--- src/rtl/rdseq_pkg.sv ---
package rdseq_pkg;

    typedef enum logic [2:0] {
        ST_IDLE   = 3'd0,
        ST_FSTART = 3'd1,
        ST_PIXEL  = 3'd2,
        ST_RESET  = 3'd3,
        ST_DONE   = 3'd4
    } seq_state_e;

endpackage

--- src/rtl/rdseq_timer.sv ---
// Phase timer: counts system clocks inside the current phase.
module rdseq_timer #(
    parameter int CW = 10
) (
    input  logic          clk,
    input  logic          rst_n,
    input  logic          clr,
    input  logic [CW-1:0] limit,
    output logic          hit,
    output logic          at_zero
);

    logic [CW-1:0] cnt_d, cnt_q;

    always_comb begin
        cnt_d = clr ? '0 : cnt_q + CW'(1);
    end

    always_ff @(posedge clk or negedge rst_n) begin
        if (!rst_n) cnt_q <= '0;
        else        cnt_q <= cnt_d;
    end

    assign hit     = (cnt_q == limit);
    assign at_zero = (cnt_q == '0);

    AST_TIMER_NO_PASS: assert property (@(posedge clk) disable iff (!rst_n)
        !clr && !hit |=> cnt_q != '0);

endmodule

--- src/rtl/rdseq_raster.sv ---
// Column and row position counters for the readout raster.
module rdseq_raster #(
    parameter int COL_W    = 8,
    parameter int ROW_W    = 11,
    parameter int ARR_ROWS = 2048
) (
    input  logic             clk,
    input  logic             rst_n,
    input  logic             clr,
    input  logic             step,
    input  logic [COL_W-1:0] last_col,
    output logic [COL_W-1:0] col,
    output logic [ROW_W-1:0] row,
    output logic             at_last_col,
    output logic             at_last_row
);

    localparam logic [ROW_W-1:0] LAST_ROW = ROW_W'(ARR_ROWS - 1);

    logic [COL_W-1:0] col_d, col_q;
    logic [ROW_W-1:0] row_d, row_q;

    assign at_last_col = (col_q == last_col);
    assign at_last_row = (row_q == LAST_ROW);

    always_comb begin
        col_d = col_q;
        row_d = row_q;
        if (clr) begin
            col_d = '0;
            row_d = '0;
        end else if (step) begin
            if (at_last_col) begin
                col_d = '0;
                row_d = at_last_row ? '0 : row_q + ROW_W'(1);
            end else begin
                col_d = col_q + COL_W'(1);
            end
        end
    end

    always_ff @(posedge clk or negedge rst_n) begin
        if (!rst_n) begin
            col_q <= '0;
            row_q <= '0;
        end else begin
            col_q <= col_d;
            row_q <= row_d;
        end
    end

    assign col = col_q;
    assign row = row_q;

    AST_COL_WRAP: assert property (@(posedge clk) disable iff (!rst_n)
        !clr && step && at_last_col |=> col_q == '0);
    AST_ROW_ADVANCE: assert property (@(posedge clk) disable iff (!rst_n)
        !clr && step && at_last_col && !at_last_row |=> row_q == $past(row_q) + ROW_W'(1));

endmodule

--- src/rtl/rdseq_refmap.sv ---
// Classifies the current raster position as reference or active.
module rdseq_refmap #(
    parameter int COL_W    = 8,
    parameter int ROW_W    = 11,
    parameter int ARR_ROWS = 2048,
    parameter int STRIP16  = 128,
    parameter int PRE_REF  = 2
) (
    input  logic [COL_W-1:0] col,
    input  logic [ROW_W-1:0] row,
    input  logic             four_mode,
    output logic             is_ref
);

    localparam logic [ROW_W-1:0] TOP_ROW   = ROW_W'(ARR_ROWS - 1);
    localparam logic [COL_W-1:0] POST_FROM = COL_W'(PRE_REF + STRIP16);

    logic lead_ref;
    logic edge_row;

    generate
        if (PRE_REF > 0) begin : g_lead
            assign lead_ref = (col < COL_W'(PRE_REF));
        end else begin : g_nolead
            assign lead_ref = 1'b0;
        end
    endgenerate

    assign edge_row = (row == '0) || (row == TOP_ROW);
    assign is_ref   = edge_row || (!four_mode && (lead_ref || (col >= POST_FROM)));

endmodule

--- src/rtl/rdseq_top.sv ---
module rdseq_top #(
    parameter int ARR_ROWS = 2048,
    parameter int ARR_COLS = 2048,
    parameter int PRE_REF  = 2,
    parameter int POST_REF = 4,
    parameter int DIV_W    = 8,
    parameter int HOLD_W   = 12,
    localparam int STRIP16  = ARR_COLS / 16,
    localparam int STRIP4   = ARR_COLS / 4,
    localparam int LINE16   = STRIP16 + PRE_REF + POST_REF,
    localparam int LINE_MAX = (LINE16 > STRIP4) ? LINE16 : STRIP4,
    localparam int COL_W    = $clog2(LINE_MAX),
    localparam int ROW_W    = $clog2(ARR_ROWS)
) (
    input  logic              clk,
    input  logic              rst_n,
    input  logic              start_i,
    input  logic              four_out_i,
    input  logic              reset_en_i,
    input  logic              reset_global_i,
    input  logic [DIV_W-1:0]  half_div_i,
    input  logic [HOLD_W-1:0] reset_hold_i,
    output logic              mclk_o,
    output logic              frame_start_o,
    output logic              pix_valid_o,
    output logic [COL_W-1:0]  pix_col_o,
    output logic [ROW_W-1:0]  row_idx_o,
    output logic              ref_pix_o,
    output logic              row_reset_o,
    output logic              frame_done_o,
    output logic              busy_o
);
    import rdseq_pkg::*;

    // Line lengths must be even so the master clock ends each row low.
    localparam int CW = ((DIV_W > HOLD_W) ? DIV_W : HOLD_W) + 2;
    localparam logic [COL_W-1:0] LAST16 = COL_W'(LINE16 - 1);
    localparam logic [COL_W-1:0] LAST4  = COL_W'(STRIP4 - 1);

    typedef struct packed {
        seq_state_e        st;
        logic              mclk;
        logic              four;
        logic              ren;
        logic              glob;
        logic [DIV_W-1:0]  div;
        logic [HOLD_W-1:0] hold;
    } ctl_t;

    ctl_t q, d;

    logic             tmr_clr, tmr_hit, tmr_zero;
    logic [CW-1:0]    tmr_limit;
    logic             ras_clr, ras_step;
    logic [COL_W-1:0] col, last_col;
    logic [ROW_W-1:0] row;
    logic             at_last_col, at_last_row;
    logic             ref_raw;
    logic             line_rst, glob_rst;

    assign line_rst = q.ren && !q.glob;
    assign glob_rst = q.ren && q.glob;
    assign last_col = q.four ? LAST4 : LAST16;

    // Reset phase spans one master-clock period plus the hold count.
    always_comb begin
        if (q.st == ST_RESET)
            tmr_limit = (CW'(q.div) << 1) + CW'(1) + CW'(q.hold);
        else
            tmr_limit = CW'(q.div);
    end

    rdseq_timer #(.CW(CW)) u_timer (
        .clk     (clk),
        .rst_n   (rst_n),
        .clr     (tmr_clr),
        .limit   (tmr_limit),
        .hit     (tmr_hit),
        .at_zero (tmr_zero)
    );

    rdseq_raster #(.COL_W(COL_W), .ROW_W(ROW_W), .ARR_ROWS(ARR_ROWS)) u_raster (
        .clk         (clk),
        .rst_n       (rst_n),
        .clr         (ras_clr),
        .step        (ras_step),
        .last_col    (last_col),
        .col         (col),
        .row         (row),
        .at_last_col (at_last_col),
        .at_last_row (at_last_row)
    );

    rdseq_refmap #(
        .COL_W(COL_W), .ROW_W(ROW_W), .ARR_ROWS(ARR_ROWS),
        .STRIP16(STRIP16), .PRE_REF(PRE_REF)
    ) u_refmap (
        .col       (col),
        .row       (row),
        .four_mode (q.four),
        .is_ref    (ref_raw)
    );

    always_comb begin
        d        = q;
        tmr_clr  = 1'b0;
        ras_clr  = 1'b0;
        ras_step = 1'b0;
        case (q.st)
            ST_IDLE: begin
                tmr_clr = 1'b1;
                ras_clr = 1'b1;
                if (start_i) begin
                    d.st   = ST_FSTART;
                    d.mclk = 1'b0;
                    d.four = four_out_i;
                    d.ren  = reset_en_i;
                    d.glob = reset_global_i;
                    d.div  = half_div_i;
                    d.hold = reset_hold_i;
                end
            end
            ST_FSTART: begin
                if (tmr_hit) begin
                    tmr_clr = 1'b1;
                    d.st    = ST_PIXEL;
                end
            end
            ST_PIXEL: begin
                if (tmr_hit) begin
                    tmr_clr = 1'b1;
                    d.mclk  = ~q.mclk;
                    if (!at_last_col)     ras_step = 1'b1;
                    else if (line_rst)    d.st = ST_RESET;
                    else if (!at_last_row) ras_step = 1'b1;
                    else if (glob_rst)    d.st = ST_RESET;
                    else                  d.st = ST_DONE;
                end
            end
            ST_RESET: begin
                if (tmr_hit) begin
                    tmr_clr = 1'b1;
                    if (at_last_row) begin
                        d.st = ST_DONE;
                    end else begin
                        ras_step = 1'b1;
                        d.st     = ST_PIXEL;
                    end
                end
            end
            ST_DONE: begin
                tmr_clr = 1'b1;
                d.st    = ST_IDLE;
            end
            default: begin
                tmr_clr = 1'b1;
                d.st    = ST_IDLE;
            end
        endcase
    end

    always_ff @(posedge clk or negedge rst_n) begin
        if (!rst_n) q <= '0;
        else        q <= d;
    end

    assign mclk_o        = q.mclk;
    assign frame_start_o = (q.st == ST_FSTART);
    assign pix_valid_o   = (q.st == ST_PIXEL) && tmr_zero;
    assign pix_col_o     = (q.st == ST_PIXEL) ? col : '0;
    assign row_idx_o     = (q.st == ST_PIXEL || q.st == ST_RESET) ? row : '0;
    assign ref_pix_o     = (q.st == ST_PIXEL) && ref_raw;
    assign row_reset_o   = (q.st == ST_RESET);
    assign frame_done_o  = (q.st == ST_DONE);
    assign busy_o        = (q.st != ST_IDLE);

    AST_PHASE_EXCL: assert property (@(posedge clk) disable iff (!rst_n)
        $onehot0({frame_start_o, pix_valid_o, row_reset_o, frame_done_o}));
    AST_FSTART_MCLK_LOW: assert property (@(posedge clk) disable iff (!rst_n)
        frame_start_o |-> !mclk_o);
    AST_MCLK_ONLY_AT_PIXEL: assert property (@(posedge clk) disable iff (!rst_n)
        !$stable(mclk_o) |-> $past(q.st == ST_PIXEL));
    AST_MCLK_FROZEN_IN_RESET: assert property (@(posedge clk) disable iff (!rst_n)
        row_reset_o && $past(row_reset_o) |-> $stable(mclk_o));
    AST_DONE_THEN_IDLE: assert property (@(posedge clk) disable iff (!rst_n)
        frame_done_o |=> !frame_done_o && !busy_o);
    AST_IDLE_QUIET: assert property (@(posedge clk) disable iff (!rst_n)
        !busy_o |-> !mclk_o && !pix_valid_o && !row_reset_o && !ref_pix_o);
    AST_CTRL_HELD: assert property (@(posedge clk) disable iff (!rst_n)
        busy_o && $past(busy_o) && !frame_done_o |-> $stable(q.four) && $stable(q.div));

endmodule

--- config.mk ---
export PLATFORM = sky130hd
export DESIGN_NAME = rdseq_top
export DESIGN_NICKNAME = d
export VERILOG_FILES = /design/src/rtl/rdseq_pkg.sv /design/src/rtl/rdseq_timer.sv /design/src/rtl/rdseq_raster.sv /design/src/rtl/rdseq_refmap.sv /design/src/rtl/rdseq_top.sv
export SDC_FILE = /design/constraint.sdc
export NUM_CORES = 1
export LEC_CHECK = 0
export ABC_AREA = 1
export BUFFER_PORTS_ARGS = -buffer_cell sky130_fd_sc_hd__buf_2
export CORE_ASPECT_RATIO = 1.1
export CORE_UTILIZATION = 59
export DETAILED_ROUTE_END_ITERATION = 6
export GPL_TIMING_DRIVEN = 0
export PLACE_DENSITY = 0.81
export SLEW_MARGIN = 20
export SYNTH_ARGS = -nofsm -noshare
export SYNTH_HDL_FRONTEND = slang
export SYNTH_SLANG_ARGS = --single-unit
--- constraint.sdc ---
create_clock -name clk -period 2.65 [get_ports clk]
set_input_delay 0.265 -clock clk [delete_from_list [all_inputs] [get_ports clk]]
set_output_delay 0.265 -clock clk [all_outputs]
set_load 0.05 [all_outputs]
==> results of run 1 <==
synthesized netlist by cell type:
cell type and instances:
nor2_1 82, o21ai_1 9, o21ai_2 2, nor4_1 4, xor2_1 16, buf_2 4, or2_2 1, o21ai_0 2
nand4_2 1, mux2_2 15, a21oi_1 17, nand3_2 3, dfrtp_1 61, nand4_1 13, a21boi_0 1, or2_1 1
a21oi_2 1, inv_2 2, xnor2_1 4, fa_1 1, nand3b_1 5, nand2_2 2, nand2_1 161, nor2_2 3
o21a_1 1, inv_1 79, nor3_1 17, ha_1 13, nor3b_1 3, nand3_1 62, buf_6 5, a31oi_1 1
clkbuf_1 5, clkinv_1 1, nand2_4 2
kinds of logic (layout without fill, tap and decap cells):
logic type      Yosys count  in the layout  share of synthesized area
mux                      15             15                     0.0400
buf+inv                  96            167                     0.0953
compound gates           34             34                     0.0444
simple gates            360            360                      0.374
fa+ha+maj                14             14                     0.0432
flops                    61             61                      0.361
xor+xnor                 20             20                     0.0414
repair_timing:
item,CTS,global route
resized for setup,2,34
pin swaps,1,3
endpoints found under the setup margin,21,34
setup buffers,2,2
worst paths after layout:
check                                 from               to  slack (ns)  cells after the start
setup reg to reg                     q[18]  u_raster.row[2]        0.13                     17
min in group clk           reset_hold_i[6]             q[6]        0.15                      2
hold / removal                       rst_n             q[8]      -0.001                      1
setup / recovery                     q[18]  u_raster.row[2]        0.13                     17
hold reg to reg            u_raster.row[4]  u_raster.row[4]        0.47                      2
max in group asynchronous            rst_n  u_raster.row[0]        2.09                      1
per-layer routing:
layer	track usage	vias to the layer above
met3	0.0576	24
met2	0.511	100
met5	0	-
li1	-	2043
met1	0.354	1950
met4	0.131	0
sequential cells by signal, indices dropped and copies added, names as in the netlist:
signal,flops
q,26
mclk_o,1
u_raster.row,11
u_raster.col,9
u_timer.cnt_q,14
power groups by stage:
stage | Sequential (mW) | Combinational, mW | Clock [mW]
after floorplan | 1.35 | 2.37 | 0
after global placement | 1.40 | 2.96 | 0
after detailed placement | 1.41 | 3.03 | 0
after CTS | 1.39 | 3.08 | 0.715
after global routing | 1.48 | 3.83 | 0.752
final | 1.46 | 3.44 | 0.703
worst reg2reg max path: cells and delay by family, from the launching register on:
| kind | cells | cell delay, ns |
|---|---|---|
| buf+inv | 2 | 0.19 |
| fa+ha+maj | 1 | 0.32 |
| simple gates | 14 | 1.43 |
| flops | 1 | 0.45 |
cell type report:
class | count | area [um2] | area share
repair buffers | 56 | 295 | 0.0597
clock inverters | 2 | 10.0 | 0.00202
well taps | 85 | 106 | 0.0215
flip-flops and latches | 61 | 1530 | 0.309
plain buffers | 14 | 97.6 | 0.0197
multi-input cells | 443 | 2450 | 0.495
inverters | 82 | 308 | 0.0622
clock buffers | 13 | 149 | 0.0301
==> qor.csv, run 1 <==
metric,value,unit
wl,10500,um
slowest_delay,0.45,ns
p_comb_frac,0.614,
placed_cell_area,0.00460,mm2
n_fill_cell,572,
syn_nets,640,
ys_seq_elements,61,
final_area,0.00494,mm2
p_sw_frac,0.493,
setup_tns,0,ns
clk_latency,0.34,ns
syn_inst,600,
finalHoldViolations,5,
clkPwrFrac,0.126,
path_class,register to register,
final_cell_mix,"nand2_1 (158), nor2_1 (79), inv_1 (77)",
first_iter_violations,189,
status,finished with violations,
first_pass_iters,4,
critical-path-top-delay-family,simple AND/OR/NAND/NOR gates,
ir_drop,0.864,mV
slew_viol_final,0,
internal_power,2.84,mW
rows,32,
syn_area,0.00423,mm2
htree_num_levels,3,
max_slew_margin,0.482,
start_util,0.607,
wl_met2,5470,um
synth_top_area_cell,dfrtp_1,
seqPwrFrac,0.260,
synth_cell_type_count,35,
crit_buf_inv,2,
finalNonFillerCells,756,
finalNetCount,707,
cts_hold_buf,0,
vias,4117,
setup_slack,0.133,ns
cp_common_cell,nand2_1,
clk_pin_slew,0.07,ns
min_period_over_period,0.950,
grt_max_degree,62,
p_leak,2.49,nW
clock_skew,0.00817,ns
path_cells,ha_4 -> nand2_1 -> nor2_2 -> nand3_1 -> nand4_1 -> nand3_1 -> nand2_1 -> nand2_1 -> inv_1 -> nand2_1 -> nor2_4 -> nand3_2 -> nand2_4 -> nand2_4 -> buf_6 -> nand2_1 -> nand2_1,
dp_slack,-0.0695,ns
die_y,90.8,um
yosysWarnings,0,
cts_num_sinks,61,
setup_viol,0,
dp_hpwl,7670,um
power_switching,2.76,mW
endpoint_kind,register,
worst-path-max-fanout,10,
viasPerCell,5.45,
worstPathArrival,2.74,ns
grt.overflow.total,0,
antenna_found_initial,0,
wl_met3,418,um
post-route-min-period,2.52,ns
m1WireLength,4360,um
grt_pass1_vias,3880,
grt_pass1_wl,17000,um
worst_pin_slew,0.777,ns
hold_slack,-0.00143,ns
drive_gt1_frac,0.197,
hold_path_class,primary input to asynchronous set/reset pin,
synthTopCellsByArea,"dfrtp_1 (36%), nand2_1 (14%), nand3_1 (7.3%), nor2_1 (7.3%), inv_1 (7.0%)",
routedWlPerCell,13.9,um
power.density,1130,mW/mm2
globalplace.congestion,0.929,
cts_buffers,9,
clk_path_buf_depth,2,
max_freq,397,MHz
dieArea,0.00751,mm2
crit_required,2.88,ns
grtUsageTotal,0.299,
yosysSeqAreaShare,0.361,
drc,0,
pin_count,53,
postSynthAreaPerCell,7.04,um2
die_width,82.7,um
post-route-util,0.710,
synth_top_area_share,0.361,
violations,negative hold slack,
cts-root-buf,clkbuf_8,
final_antenna_net_count,0,
worst_setup_path_start_kind,register,
layout_commonest_cell,nand2_1,
cts_tree,built,
max_cap_violations,0,
power,5.60,mW
cpMaxStageDelayCell,dfrtp_1,
coreArea,0.00697,mm2
port_buffers,52,
dp.cells,737,
diodes,0,
highest_layer,met4,
syn_to_final_growth,17.0,%
Power figures use the tool's default switching activity.
==> run 2, diff against run 1 <==
ABC_CLOCK_PERIOD_IN_PS = 2650   (was default)
BUFFER_PORTS_ARGS = -buffer_cell sky130_fd_sc_hd__buf_4   (was -buffer_cell sky130_fd_sc_hd__buf_2)
SLEW_MARGIN = default   (was 20)
==> qor.csv, run 2 (synthesized netlist as in run 1, its figures left out) <==
metric,value,unit
status,finished clean,
grt_pass1_wl,17200,um
start_util,0.607,
clock_skew,0.00774,ns
viasPerCell,5.48,
max_slew_margin,0.478,
finalNonFillerCells,756,
ir_drop,0.890,mV
top_register,q,
worst-path-max-fanout,10,
drc,0,
antenna_found_initial,0,
placed_cell_area,0.00472,mm2
cts_tree,built,
port_buffers,52,
diodes,0,
path_cells,ha_1 -> nand2_1 -> nand2_1 -> nand2_1 -> inv_2 -> nand2_2 -> nand2_1 -> nand2_1 -> nand3_1 -> nand3b_1 -> nand2_1 -> nand2_1 -> nor2_4 -> nand3_4 -> nand2_4 -> nand2_4 -> buf_6 -> nand2_1 -> nand2_1,
cts_buffers,9,
setup_slack,0.112,ns
cpMaxStageDelayCell,dfrtp_1,
dp_hpwl,7680,um
cts-root-buf,clkbuf_8,
coreArea,0.00697,mm2
layout_commonest_cell,nand2_1,
dp_slack,-0.0456,ns
htree_num_levels,3,
first_iter_violations,206,
timing.reg2reg.setup_slack,0.11,ns
worstPathArrival,2.77,ns
routedWlPerCell,14.2,um
slowest_delay,0.44,ns
finalNetCount,706,
setup_tns,0,ns
die_y,90.8,um
pin_count,53,
worst_pin_slew,0.783,ns
slew_viol_final,0,
post-route-min-period,2.54,ns
crit_required,2.88,ns
setup_viol,0,
min_period_over_period,0.958,
rows,32,
wl,10700,um
grt_max_degree,62,
post-route-util,0.729,
dp.cells,737,
grt.overflow.total,0,
hold_path_class,primary input to asynchronous set/reset pin,
path_class,register to register,
worst_setup_path_start_kind,register,
endpoint_kind,register,
clk_pin_slew,0.07,ns
grtUsageTotal,0.299,
first_pass_iters,5,
drive_gt1_frac,0.200,
final_cell_mix,"nand2_1 (158), nor2_1 (80), inv_1 (77)",
globalplace.congestion,0.901,
rsz0062_at_grt,true,
p_leak,2.50,nW
clk_path_buf_depth,2,
power.density,1130,mW/mm2
syn_to_final_growth,20.1,%
die_width,82.7,um
max_freq,394,MHz
cts_num_sinks,61,
dieArea,0.00751,mm2
finalHoldViolations,0,
final_antenna_net_count,0,
clk_latency,0.34,ns
grt_pass1_vias,3981,
vias,4140,
n_fill_cell,597,
largest_register_ffs,26,
max_cap_violations,0,
cts_hold_buf,0,
cp_common_cell,nand2_1,
final_area,0.00508,mm2
run 2: cell count changes in the layout (fill, tap and decap cells not counted), sizes merged:
cell / change
buf: -1
bufinv: +1
clkbuf: -3
clkinv: +1
clkinvlp: +2
run 2: final timing paths:
check	startpoint	endpoint	depth (start not counted)
setup / recovery	q[1]	u_raster.row[8]	19
hold / removal	rst_n	q[7]	1
setup reg to reg	q[1]	u_raster.row[8]	19
hold reg to reg	u_timer.cnt_q[0]	u_timer.cnt_q[0]	1
max in group asynchronous	rst_n	u_raster.row[0]	1
min in group clk	reset_hold_i[7]	q[7]	2
run 2: layout make-up:
class                   count  area [um2]  area share
plain buffers              14        97.6      0.0192
clock buffers              10         128      0.0251
clock inverters             6        63.8      0.0126
inverters                  82         308      0.0606
multi-input cells         443        2430       0.478
flip-flops and latches     61        1530       0.302
well taps                  85         106      0.0210
repair buffers             55         413      0.0813
run 2: through the flow:
stage,hold WS (ns),power [mW]
finish,0.00641,5.73
floorplan,-0.0306,3.73
CTS,0.0278,5.32
detailed placement,0.401,4.48
global placement,0.393,4.40
global route,0.0730,6.18
run 2: report_power, final:
group	switching (mW)	internal (mW)	total, mW
Sequential	0.290	1.18	1.47
Combinational	2.13	1.32	3.45
Clock	0.385	0.432	0.817
Total	2.81	2.92	5.73
run 2: per-layer routing:
metal	global-route usage	part of all wire	vias up
met3	0.0545	0.044	30
met2	0.527	0.51	128
met5	0	0	-
met4	0.108	0.027	0
met1	0.352	0.42	1943
li1	-	-	2039
run 2: critical path: cells and delay by family (launching register included):
kind	cells	cell delay [ns]
simple gates	16	1.39
fa+ha+maj	1	0.35
buf+inv	2	0.24
flops	1	0.44
run 2: timing repair:
item                       in CTS  in global routing
buffers inserted                0                  3
hold endpoints to repair        0                  0
setup endpoints to repair      21                 35
pin swaps                       0                  9
resized for setup               2                 31
==> run 3, diff against run 2 <==
ABC_AREA = default   (was 1)
==> qor.csv, run 3 <==
metric,value,unit
status,finished with violations,
violations,"negative hold slack, negative setup slack",
path_cells,fa_2 -> a211oi_4 -> o2111ai_2 -> a221oi_2 -> a311o_1 -> nand4b_1 -> or4_4 -> buf_4 -> o211ai_1 -> o31ai_1,
syn_nets,519,
rows,31,
slew_viol_final,0,
worst_pin_slew,0.779,ns
cts-root-buf,clkbuf_8,
synth_most_common_cell,dfrtp_1,
p_leak,2.30,nW
grt.overflow.total,0,
crit_required,2.87,ns
synthFlopType,dfrtp_1,
cts_num_sinks,61,
layout_commonest_cell,buf_4,
path_class,register to register,
setup_tns,-22.36,ns
grt_max_degree,62,
max_freq,299,MHz
finalHoldViolations,10,
grt_pass1_wl,18300,um
synth_cell_type_count,62,
timing.rr.end,u_raster.row[3],
coreArea,0.00675,mm2
syn_to_final_growth,26.0,%
clock_skew,0.0113,ns
rsz0062_at_grt,true,
internal_power,2.22,mW
postSynthAreaPerCell,8.78,um2
wl_met3,444,um
synth_mux_area_frac,0.0833,
ys_seq_elements,61,
synth_top_area_share,0.363,
syn_inst,479,
antenna_found_initial,0,
post-route-util,0.785,
min_period_over_period,1.26,
synth_top_area_cell,dfrtp_1,
setup_slack,-0.689,ns
port_buffers,52,
die_y,90.6,um
synth-simple-area-share,0.275,
first_pass_iters,5,
start_util,0.623,
clk_path_buf_depth,2,
syn_area,0.00421,mm2
post-route-min-period,3.34,ns
yosysWarnings,0,
clk_pin_slew,0.07,ns
worstPathArrival,3.56,ns
setup_viol,38,
diodes,0,
worst-path-max-fanout,6,
pin_count,53,
seqPwrFrac,0.337,
m1WireLength,4720,um
finalNetCount,599,
dp_slack,-0.704,ns
ir_drop,0.475,mV
reg2reg_from,q[12],
die_width,82.5,um
yosysSeqAreaShare,0.363,
wl,11200,um
cpMaxStageDelayCell,or4_4,
dp_hpwl,7420,um
clkPwrFrac,0.198,
wl_met2,5730,um
slowest_delay,0.64,ns
viasPerCell,6.23,
power.density,698,mW/mm2
drc,0,
ys_top_cells_by_count,"dfrtp_1 (61), nor2_1 (50), nand2_1 (45)",
ys_async_sr_fraction,1.00,
synth-compound-area-share,0.142,
grtUsageTotal,0.317,
routedWlPerCell,17.4,um
grt_pass1_vias,3916,
top_register,q,
worst_setup_path_start_kind,register,
globalplace.congestion,0.869,
htree_num_levels,3,
endpoint_kind,register,
synthAdderAreaFrac,0.0434,
n_fill_cell,470,
final_cell_mix,"buf_4 (66), dfrtp_1 (58), nand2_1 (43)",
cts_buffers,9,
clk_latency,0.34,ns
hold_slack,-0.0146,ns
drive_gt1_frac,0.311,
timing.reg2reg.setup_slack,-0.69,ns
cts_tree,built,
synth_xor_area_frac,0.0512,
p_sw_frac,0.401,
p_comb_frac,0.465,
ff2ff_path_depth,10,
hold_path_class,primary input to asynchronous set/reset pin,
power_switching,1.48,mW
final_antenna_net_count,0,
synthTopCellsByArea,"dfrtp_1 (36%), mux2_2 (6.4%), nor2_1 (4.5%), nand2_1 (4.0%), ha_1 (3.9%)",
synth_top_family_by_area,simple AND/OR/NAND/NOR gates,
first_iter_violations,252,
max_slew_margin,0.481,
highest_layer,met4,
largest_register_ffs,26,
max_cap_violations,0,
vias,4015,
dieArea,0.00747,mm2
synth_edf_count,0,
[run 3: cell count changes after synthesis, moves of 11 or more]
cell,delta
and2_1,+18
and3_1,+15
inv_1,-63
nand2_1,-116
nand3_1,-35
nor2_1,-32
o211ai_1,+12
o21ai_0,+11
[run 3: how the worst max path moves through the flow]
stage          start         endpoint  slack [ns]
5_1_grt        q[12]  u_raster.row[5]       -0.77
4_1_cts        q[12]  u_raster.row[8]       -0.63
6_report       q[12]  u_raster.row[3]       -0.69
2_1_floorplan   q[0]  u_raster.row[8]       -0.38
3_5_place_dp    q[1]  u_raster.row[8]       -0.70
3_3_place_gp    q[0]  u_raster.row[8]       -0.65
[run 3: repair_timing]
action / CTS / global route
endpoints found under the setup margin: 57 / 40
hold buffers: 0 / 0
gates resized for setup: 38 / 16
gates cloned: 2 / 0
setup buffers: 11 / 5
pin swaps: 15 / 11
[run 3: cell type report]
class                   instances  area [um2]  share of cell area
inverters                      18        71.3              0.0135
clock inverters                 2        10.0             0.00189
repair buffers                 70         547               0.103
flip-flops and latches         61        1530               0.289
well taps                      82         103              0.0194
multi-input cells             375        2750               0.518
clock buffers                  12         155              0.0293
plain buffers                  24         138              0.0260
[run 3: power groups by stage]
| stage | combinational, mW | sequential [mW] | clock, mW |
|---|---|---|---|
| 4_1_cts | 1.65 | 1.24 | 0.746 |
| 6_report | 1.72 | 1.25 | 0.734 |
| 3_3_place_gp | 1.40 | 1.24 | 0 |
| 5_1_grt | 1.86 | 1.26 | 0.786 |
| 2_1_floorplan | 1.14 | 1.21 | 0 |
| 3_5_place_dp | 1.45 | 1.25 | 0 |
[run 3: routing by layer]
layer | up-vias | GRT usage
met4 | 0 | 0.115
met2 | 132 | 0.543
met3 | 34 | 0.0556
li1 | 1891 | -
met5 | - | 0
met1 | 1958 | 0.389
[run 3: per-stage QoR]
step | cells | power [mW] | hold WS (ns) | cell area (um2)
floorplan | 479 | 2.35 | -0.0306 | 4300
global placement | 613 | 2.64 | 0.390 | 4800
CTS | 639 | 3.63 | 0.0285 | 5200
detailed placement | 613 | 2.70 | 0.395 | 4800
finish | 644 | 3.70 | -0.0146 | 5300
global route | 644 | 3.91 | 0.0543 | 5300
[run 3: logic make-up after synthesis]
| logic type | count (synthesis) |
|---|---|
| adders and majority gates | 14 |
| buffers and inverters | 43 |
| muxes | 32 |
| DFF | 61 |
| and+or+nand+nor | 222 |
| xor gates and xnor gates | 23 |
| AOI/OAI and AO/OA | 84 |
[run 3: worst max-delay path: cells and delay by family (launching register included)]
| family | cells | cell delay (ns) |
|---|---|---|
| buf+inv | 1 | 0.18 |
| simple gates | 2 | 0.84 |
| fa+ha+maj | 1 | 0.43 |
| flops | 1 | 0.43 |
| compound gates | 6 | 1.32 |
